--- config.mk ---
export PLATFORM = sky130hd
export DESIGN_NAME = nv_shadow_ctrl
export DESIGN_NICKNAME = d
export VERILOG_FILES = /design/src/rtl/nvs_pkg.sv /design/src/rtl/nvs_sync.sv /design/src/rtl/nvs_array.sv /design/src/rtl/nvs_seq.sv /design/src/rtl/nv_shadow_ctrl.sv
export SDC_FILE = /design/constraint.sdc
export NUM_CORES = 1
export LEC_CHECK = 0
export CORE_MARGIN = 3
export CORE_UTILIZATION = 24
export CTS_BUF_LIST = sky130_fd_sc_hd__clkbuf_8 sky130_fd_sc_hd__clkbuf_16
export CTS_CLUSTER_SIZE = 24
export DETAILED_ROUTE_END_ITERATION = 10
export GPL_TIMING_DRIVEN = 0
export PLACE_DENSITY = 0.4
export REMOVE_ABC_BUFFERS = 1
export SYNTH_ARGS = -nofsm -noshare
export SYNTH_HDL_FRONTEND = slang
export SYNTH_SLANG_ARGS = --single-unit
--- constraint.sdc ---
create_clock -name clk -period 7.4 [get_ports clk]
set_input_delay 1.85 -clock clk [delete_from_list [all_inputs] [get_ports clk]]
set_output_delay 1.85 -clock clk [all_outputs]
set_load 0.01 [all_outputs]
--- src/rtl/nvs_pkg.sv ---
// Shared types for the shadow-store controller.
// Assumes: nothing beyond IEEE 1800-2017 enums.
package nvs_pkg;

    // Store sequencer phases
    typedef enum logic [2:0] {
        ST_IDLE,
        ST_PULSE,
        ST_SETTLE,
        ST_COPY,
        ST_HOLD
    } seq_state_t;

    // Decoded operating modes
    typedef enum logic [1:0] {
        MD_STANDBY,
        MD_READ,
        MD_WRITE,
        MD_STORE
    } op_mode_t;

endpackage

--- src/rtl/nvs_sync.sv ---
// Multi-flop synchroniser for the sensed strobe level.
// Assumes: STAGES >= 1; output resets to RST_VAL.
module nvs_sync #(
    parameter int   STAGES  = 2,
    parameter logic RST_VAL = 1'b1
) (
    input  logic clk,
    input  logic rst_n,
    input  logic d,
    output logic q
);
    logic [STAGES-1:0] chain_q;

    generate
        if (STAGES == 1) begin : g_single
            // Purpose: single-stage capture
            always_ff @(posedge clk) begin
                if (!rst_n) chain_q <= RST_VAL;
                else        chain_q <= d;
            end
        end else begin : g_chain
            // Purpose: shift the level through the flop chain
            always_ff @(posedge clk) begin
                if (!rst_n) chain_q <= {STAGES{RST_VAL}};
                else        chain_q <= {chain_q[STAGES-2:0], d};
            end
        end
    endgenerate

    assign q = chain_q[STAGES-1];
endmodule

--- src/rtl/nvs_array.sv ---
// Behavioural SRAM word array with a shadow nonvolatile copy.
// Assumes: at most one of wr_en, store_do, recall_do matters per cycle;
// store_do copies every word at once, recall_do restores every word.
// Both arrays clear on reset (model only).
module nvs_array #(
    parameter int ADDR_W = 4,
    parameter int DATA_W = 8
) (
    input  logic              clk,
    input  logic              rst_n,
    input  logic              wr_en,
    input  logic [ADDR_W-1:0] addr,
    input  logic [DATA_W-1:0] wdata,
    input  logic              store_do,
    input  logic              recall_do,
    output logic [DATA_W-1:0] rdata
);
    localparam int DEPTH = 1 << ADDR_W;

    logic [DATA_W-1:0] sram_q [DEPTH];
    logic [DATA_W-1:0] shadow_q [DEPTH];

    // Purpose: volatile array, written by the port or restored by recall
    always_ff @(posedge clk) begin
        for (int i = 0; i < DEPTH; i++) begin
            if (!rst_n)                            sram_q[i] <= '0;
            else if (recall_do)                    sram_q[i] <= shadow_q[i];
            else if (wr_en && (int'(addr) == i))   sram_q[i] <= wdata;
        end
    end

    // Purpose: shadow array, loaded in one step at the end of a copy
    always_ff @(posedge clk) begin
        for (int i = 0; i < DEPTH; i++) begin
            if (!rst_n)        shadow_q[i] <= '0;
            else if (store_do) shadow_q[i] <= sram_q[i];
        end
    end

    assign rdata = sram_q[addr];
endmodule

--- src/rtl/nvs_seq.sv ---
// Mode decoder and store sequencer.
// Decodes cs_n/we_n/synchronised strobe into an operating mode, keeps the
// modified flag, and runs pulse -> settle -> copy -> hold.
// Assumes: strobe_s is already synchronised; PULSE_CYC, SETTLE_CYC,
// STORE_CYC >= 1.
module nvs_seq
    import nvs_pkg::*;
#(
    parameter int PULSE_CYC  = 2,
    parameter int SETTLE_CYC = 2,
    parameter int STORE_CYC  = 16
) (
    input  logic clk,
    input  logic rst_n,
    input  logic cs_n,
    input  logic we_n,
    input  logic strobe_s,
    input  logic droop,
    input  logic auto_en,
    input  logic recall,
    output logic wr_en,
    output logic rd_oe,
    output logic store_do,
    output logic recall_do,
    output logic busy,
    output logic drive
);
    localparam int MAX_A = (PULSE_CYC > SETTLE_CYC) ? PULSE_CYC : SETTLE_CYC;
    localparam int MAX_C = (STORE_CYC > MAX_A) ? STORE_CYC : MAX_A;
    localparam int CNT_W = $clog2(MAX_C + 1);
    localparam logic [CNT_W-1:0] PULSE_LAST  = CNT_W'(PULSE_CYC - 1);
    localparam logic [CNT_W-1:0] SETTLE_LAST = CNT_W'(SETTLE_CYC - 1);
    localparam logic [CNT_W-1:0] COPY_LAST   = CNT_W'(STORE_CYC - 1);

    seq_state_t       state_q, state_d;
    op_mode_t         mode;
    logic [CNT_W-1:0] cnt_q, cnt_d;
    logic             low_q, low_d;
    logic             from_q, from_d;
    logic             dirty_q;
    logic             idle_open, take_strobe, take_droop;

    // Purpose: decode the operating mode and the start conditions
    always_comb begin
        idle_open   = (state_q == ST_IDLE) && strobe_s;
        take_strobe = (state_q == ST_IDLE) && !strobe_s;
        take_droop  = idle_open && droop && auto_en && dirty_q;
        recall_do   = idle_open && !take_droop && recall;
        if (!idle_open)  mode = MD_STORE;
        else if (cs_n)   mode = MD_STANDBY;
        else if (we_n)   mode = MD_READ;
        else             mode = MD_WRITE;
        wr_en = (mode == MD_WRITE) && !take_droop && !recall_do;
        rd_oe = (mode == MD_READ);
    end

    // Purpose: next-state logic of the store sequencer
    always_comb begin
        state_d  = state_q;
        cnt_d    = cnt_q;
        low_d    = low_q | !strobe_s;
        from_d   = from_q;
        store_do = 1'b0;
        unique case (state_q)
            ST_IDLE: begin
                low_d = 1'b0;
                cnt_d = '0;
                if (take_strobe) begin
                    from_d  = 1'b0;
                    state_d = dirty_q ? ST_PULSE : ST_HOLD;
                end else if (take_droop) begin
                    from_d  = 1'b1;
                    state_d = ST_PULSE;
                end
            end
            ST_PULSE: begin
                if (cnt_q == PULSE_LAST) begin
                    cnt_d   = '0;
                    state_d = ST_SETTLE;
                end else begin
                    cnt_d = cnt_q + 1'b1;
                end
            end
            ST_SETTLE: begin
                if (cnt_q == SETTLE_LAST) begin
                    cnt_d   = '0;
                    state_d = (from_q && !low_d) ? ST_IDLE : ST_COPY;
                end else begin
                    cnt_d = cnt_q + 1'b1;
                end
            end
            ST_COPY: begin
                if (cnt_q == COPY_LAST) begin
                    cnt_d    = '0;
                    store_do = 1'b1;
                    state_d  = ST_HOLD;
                end else begin
                    cnt_d = cnt_q + 1'b1;
                end
            end
            ST_HOLD: begin
                if (strobe_s) state_d = ST_IDLE;
            end
            default: state_d = ST_IDLE;
        endcase
    end

    // Purpose: sequencer registers
    always_ff @(posedge clk) begin
        if (!rst_n) begin
            state_q <= ST_IDLE;
            cnt_q   <= '0;
            low_q   <= 1'b0;
            from_q  <= 1'b0;
        end else begin
            state_q <= state_d;
            cnt_q   <= cnt_d;
            low_q   <= low_d;
            from_q  <= from_d;
        end
    end

    // Purpose: modified-since-last-nonvolatile-cycle flag
    always_ff @(posedge clk) begin
        if (!rst_n)                     dirty_q <= 1'b0;
        else if (store_do || recall_do) dirty_q <= 1'b0;
        else if (wr_en)                 dirty_q <= 1'b1;
    end

    assign busy  = (state_q == ST_COPY);
    assign drive = (state_q == ST_PULSE);
endmodule

--- src/rtl/nv_shadow_ctrl.sv ---
// Top of the shadow-store controller: synchroniser, sequencer, arrays.
// Assumes: strobe_in is the raw level of an open-drain line pulled high
// externally; strobe_drive=1 asks the pad to pull it low.
module nv_shadow_ctrl #(
    parameter int ADDR_W      = 4,
    parameter int DATA_W      = 8,
    parameter int PULSE_CYC   = 2,
    parameter int STORE_CYC   = 16,
    parameter int SYNC_STAGES = 2
) (
    input  logic              clk,
    input  logic              rst_n,
    input  logic              cs_n,
    input  logic              we_n,
    input  logic [ADDR_W-1:0] addr,
    input  logic [DATA_W-1:0] wdata,
    output logic [DATA_W-1:0] rdata,
    output logic              rdata_oe,
    input  logic              strobe_in,
    output logic              strobe_drive,
    input  logic              droop,
    input  logic              auto_en,
    input  logic              recall,
    output logic              busy
);
    logic strobe_s;
    logic wr_en, store_do, recall_do;

    nvs_sync #(.STAGES(SYNC_STAGES), .RST_VAL(1'b1)) u_sync (
        .clk   (clk),
        .rst_n (rst_n),
        .d     (strobe_in),
        .q     (strobe_s)
    );

    nvs_seq #(
        .PULSE_CYC  (PULSE_CYC),
        .SETTLE_CYC (SYNC_STAGES),
        .STORE_CYC  (STORE_CYC)
    ) u_seq (
        .clk       (clk),
        .rst_n     (rst_n),
        .cs_n      (cs_n),
        .we_n      (we_n),
        .strobe_s  (strobe_s),
        .droop     (droop),
        .auto_en   (auto_en),
        .recall    (recall),
        .wr_en     (wr_en),
        .rd_oe     (rdata_oe),
        .store_do  (store_do),
        .recall_do (recall_do),
        .busy      (busy),
        .drive     (strobe_drive)
    );

    nvs_array #(.ADDR_W(ADDR_W), .DATA_W(DATA_W)) u_array (
        .clk       (clk),
        .rst_n     (rst_n),
        .wr_en     (wr_en),
        .addr      (addr),
        .wdata     (wdata),
        .store_do  (store_do),
        .recall_do (recall_do),
        .rdata     (rdata)
    );
endmodule

# == Word level (Yosys, flattened, before mapping) ==
# Memory sizes are Yosys's and may differ from the RTL's.
# Index checks and enable logic that the tools add are counted.
# op_classes
addsub,1
reduce_logical,40
bitwise_logic,50
n_eq_ne,28
mux,138
# ops
op,n
$mux W8,48
$mux W1,75
$or A1 B1 Y1,49
$eq A4 B4 Y1 const B,8
$logic_and A1 B1 Y1,26
$mux W3,7
$eq A4 B3 Y1 const B,4
$pmux W3 S5,1
$pmux W5 S3,1
$mux W5,2
$eq A4 B2 Y1 const B,2
$mux W2,4
$eq A3 B2 Y1 const B,2
$ne A2 B1 Y1 const B,3
$reduce_or A2 Y1,3
$add A5 B1 Y5 const B,1
$eq A5 B1 Y1 const B,1
$eq A5 B4 Y1 const B,1
$reduce_and A5 Y1,1
$eq A4 B1 Y1 const B,1
$logic_not A1 Y1,4
$logic_not A4 Y1,1
$eq A3 B1 Y1 const B,1
$eq A3 B3 Y1 const B,1
10 further kinds,10
# totals
elab_cells,265
memories,2
ff_bits,13
in_bits,20
ram_bits,256
# mem_list
name,words,width,rd,rd_clocked_by_memory_dff,wr,line,text
u_array.shadow_q,16,8,16,0,16,nvs_array.sv:21,logic [DATA_W-1:0] shadow_q [DEPTH];
u_array.sram_q,16,8,17,0,16,nvs_array.sv:20,logic [DATA_W-1:0] sram_q [DEPTH];

# == Logic depth before layout (Yosys ltp) ==
# logic_depth
ltp_word,16
mapped_depth,9

# == By module ==
# From an unflattened synthesis, not the netlist that was laid out.
# hier_totals
cells_unflattened,809
hier_area_um2,11982.7
# modules_own_cells
mod,seq_area_each_um2,cells_each,n_inst,area_each_um2
nvs_array,7687.4,730,1,11223.3
nvs_seq,220.2,75,1,706.9
nvs_sync,40.0,4,1,52.6

# == Worst setup path before layout ==
# OpenSTA, ideal clock, no wires.
# synth_path
kind,in2out
from,input addr[0]
to,output rdata[0]
cell_stages,4
slack_ns,2.145
arrival_time_ns,3.405
path_buffers,2
required_time_ns,5.550
cell_sequence,buf_2 > buf_2 > mux4_2 > mux4_2
# synth_via
elab_chain_cells,1
# synth_rtl
element,line,text
"start, declared",nv_shadow_ctrl.sv:15,"input logic [ADDR_W-1:0] addr,"
$mem_v2 Z16 W8,--,
"end, declared",nv_shadow_ctrl.sv:17,"output logic [DATA_W-1:0] rdata,"
# Every way passes these cells.

# == Worst setup path in the final report ==
# layout_path
from,input addr[0]
to,output rdata[5]
# Same word-level chain as after synthesis.

==> results.txt <==
WP data arrival - 4.28 ns
Layout Cell Area excl Fill - 14,200 um2
Final worst path period share - 82.8%
Post-CTS sizing - 0
Req. time, crit path - 5.55 ns
Die X - 229 um
Critical path capture point type - primary output
Setup Skew - 0.0197 ns
Layout cell share with drive strength beyond 1 - 17.7%
Clk buf depth - 3
Area grow syn2layout - 19.1%
Min cycle time layout - 6.13 ns
Core Region - 49,000 um2
Crit-path max FO - 36
Clock latency on the worst-skew pair - 0.51 ns
Fmax - 0.163 GHz
CTS tree - done
RSZ-0062 raised after global routing - false
Worst reg2reg path startpoint - u_seq.state_q[2]$_SDFFE_PN0P_
Final max-slew violation count - 0
Post-synth EDFFs - 256
Setup crit start - addr[0]
CTS clock-pin slew for the worst setup and hold paths - 0.05 ns
Synth async-reset ratio - 0%
Antenna cells - 0
Synth Area per Inst - 16.1 um2
Leakage power - 5.06 nW
Final #Nets - 789
Die area - 52,300 um2
Register area share after synthesis - 66.7%
Vias in the first global route - 7,014
H-tree Lvls - 2
Pwr dens - 288 nW/um2
Crit path launch type - primary input
WL/cell - 23.1 um
Largest net degree at the start of global routing - 53
Hold Crit Class - register to register
Vias per cell - 4.70
Total power - 4.09 mW
Final HPWL DP - 20,200 um
Pre-CTS WS - 1.22 ns
Final wirelength - 33,600 um
Total iterations of the first detailed-routing run - 5
Mapped cell area - 11,900 um2
Post-Syn Instances - 738
Post-DP Area - 13,100 um2
Hold path start - u_sync.chain_q[0]$_SDFF_PN1_
Max-Slew Margin vs Limit - 23.0%
RePlAce Congestion - 0.695
IO buf count - 30
# setup viols final - 0
Synth unique cells - 49
Via count - 6,831
Synth area leaders - edfxtp_1, a22o_1, mux4_2
DRC Markers - 0
Worst setup margin - 1.27 ns
CTS sink cnt - 269
Global Route Usage Sum - 12.6%
Die height - 229 um
Yosys synthesis warning count - 0
I/O Pins - 31
Post-route ant nets - 0
Starting Density - 24.3%
Top FF cell, synth - edfxtp_1
Status - finished, final reports clean
Maximum VDD drop - 0.000122 V
Synthesized flop and latch total - 269
Max Cap Viol - 0
Number of CTS-inserted buffers - 34
First-pass GRT wire length - 49,100 um
Final Hold Vio Count - 0
CTS Hold Bufs - 0
CP Class - primary input to primary output
GRT overflow - 0
# Post-CTS Setup Buffers - 0
Synth top area share - 64.5%
Initial antenna violation count - 4
Root Driver - clkbuf_16
Num rows - 81
Initial drt markers - 552
Dominant cell type by area after synthesis - edfxtp_1
Worst Tran Pin Value - 1.15 ns
[kinds of logic after synthesis]
kind of cell    count (synthesis)  synth area share, %
simple gates                  193                 11.5
xor+xnor                        2                0.147
mux                            40                 7.56
fa+ha+maj                       4                0.420
flops                         269                 66.7
buf+inv                        66                 2.36
compound gates                164                 11.3
[path summary, 6_finish.rpt]
path | end | slack, ns | depth (start not counted)
max | rdata[5] | 1.27 | 4
min | u_sync.chain_q[1]$_SDFF_PN1_ | 0.41 | 1
max reg2reg | u_array.sram_q[1][7]$_DFFE_PP_ | 4.20 | 3
min reg2reg | u_sync.chain_q[1]$_SDFF_PN1_ | 0.41 | 1
[synthesized netlist by cell type (2+ instances only)]
master / instances
o21ai_1: 4
inv_1: 5
dfxtp_1: 13
ha_1: 4
a211oi_1: 3
and2_1: 129
a22o_1: 128
nand4b_4: 2
nor2_8: 4
o21ai_0: 13
or3_1: 2
nor3_1: 4
edfxtp_1: 256
xor2_1: 2
buf_1: 10
clkbuf_1: 29
nand3b_1: 2
and3_1: 2
mux4_2: 40
nand2_1: 2
nand2b_1: 3
nor3b_1: 2
a2111oi_0: 2
or4b_1: 2
a21oi_1: 7
and3b_1: 2
nor2_1: 8
nor2_4: 8
buf_2: 21
nor2_2: 4
nand3_1: 7
[cell usage in the layout (no fill, tap or decap), types with 5 or more instances in the layout]
cell             synthesis  layout
nand3_1                  7       7
clkinv_2                 0       6
clkdlybuf4s50_1          0      28
nor2_4                   8      10
a22o_1                 128     128
o21ai_1                  4      16
buf_4                    0      13
inv_1                    5      13
mux4_2                  40      40
a21oi_1                  7       6
edfxtp_1               256     256
buf_12                   0       7
nor2_1                   8       6
and2_1                 129     129
dfxtp_1                 13      13
clkinv_1                 0       5
clkbuf_16                0      35
[critical path: stages]
cell and delay, ns:
buf_4 0.65, mux4_2 0.69, mux4_2 0.55, clkdlybuf4s50_1 0.51
[layer usage]
metal | up-vias | share of wire [%] | track usage, %
li1 | 2990 | - | -
met1 | 3622 | 46 | 17.4
met2 | 161 | 47 | 20.0
met3 | 54 | 4.8 | 2.75
met4 | 4 | 2.1 | 3.41
met5 | - | 0.066 | 0
[registers in the layout (all words and copies together) (netlist names)]
register / flops
u_seq.state_q: 3
u_seq.cnt_q: 5
u_seq.low_q: 1
u_seq.dirty_q: 1
u_seq.from_q: 1
u_sync.chain_q: 2
u_array.sram_q: 128
u_array.shadow_q: 128
[where the power goes]
part / switching [mW] / internal, mW / total (mW) / leakage [nW]
combinational: 0.314 / 0.216 / 0.530 / 1.68
clock: 0.644 / 0.970 / 1.61 / 0.559
sequential: 0.0893 / 1.85 / 1.94 / 2.81
[area by class of cell]
class / instances / area (um2)
Multi-Input combinational cell: 403 / 3710
Inverter: 5 / 18.8
Clock inverter: 24 / 185
Clock buffer: 36 / 890
Timing Repair Buffer: 52 / 606
Fill cell: 4827 / 34800
Sequential cell: 269 / 7950
Tap cell: 664 / 831
[metrics by stage]
step / utilization, % / hold slack (ns) / std cells / TNS (ns)
finish: 29.0 / 0.413 / 1453 / 0
global route: 29.0 / 0.425 / 1453 / 0
CTS: 29.0 / 0.414 / 1453 / 0
detailed placement: 26.8 / 0.401 / 1393 / 0
global placement: 26.1 / 0.396 / 1371 / -931.33
floorplan: - / 0.386 / 677 / 0
No activity file was read; power rests on OpenSTA's default activity.
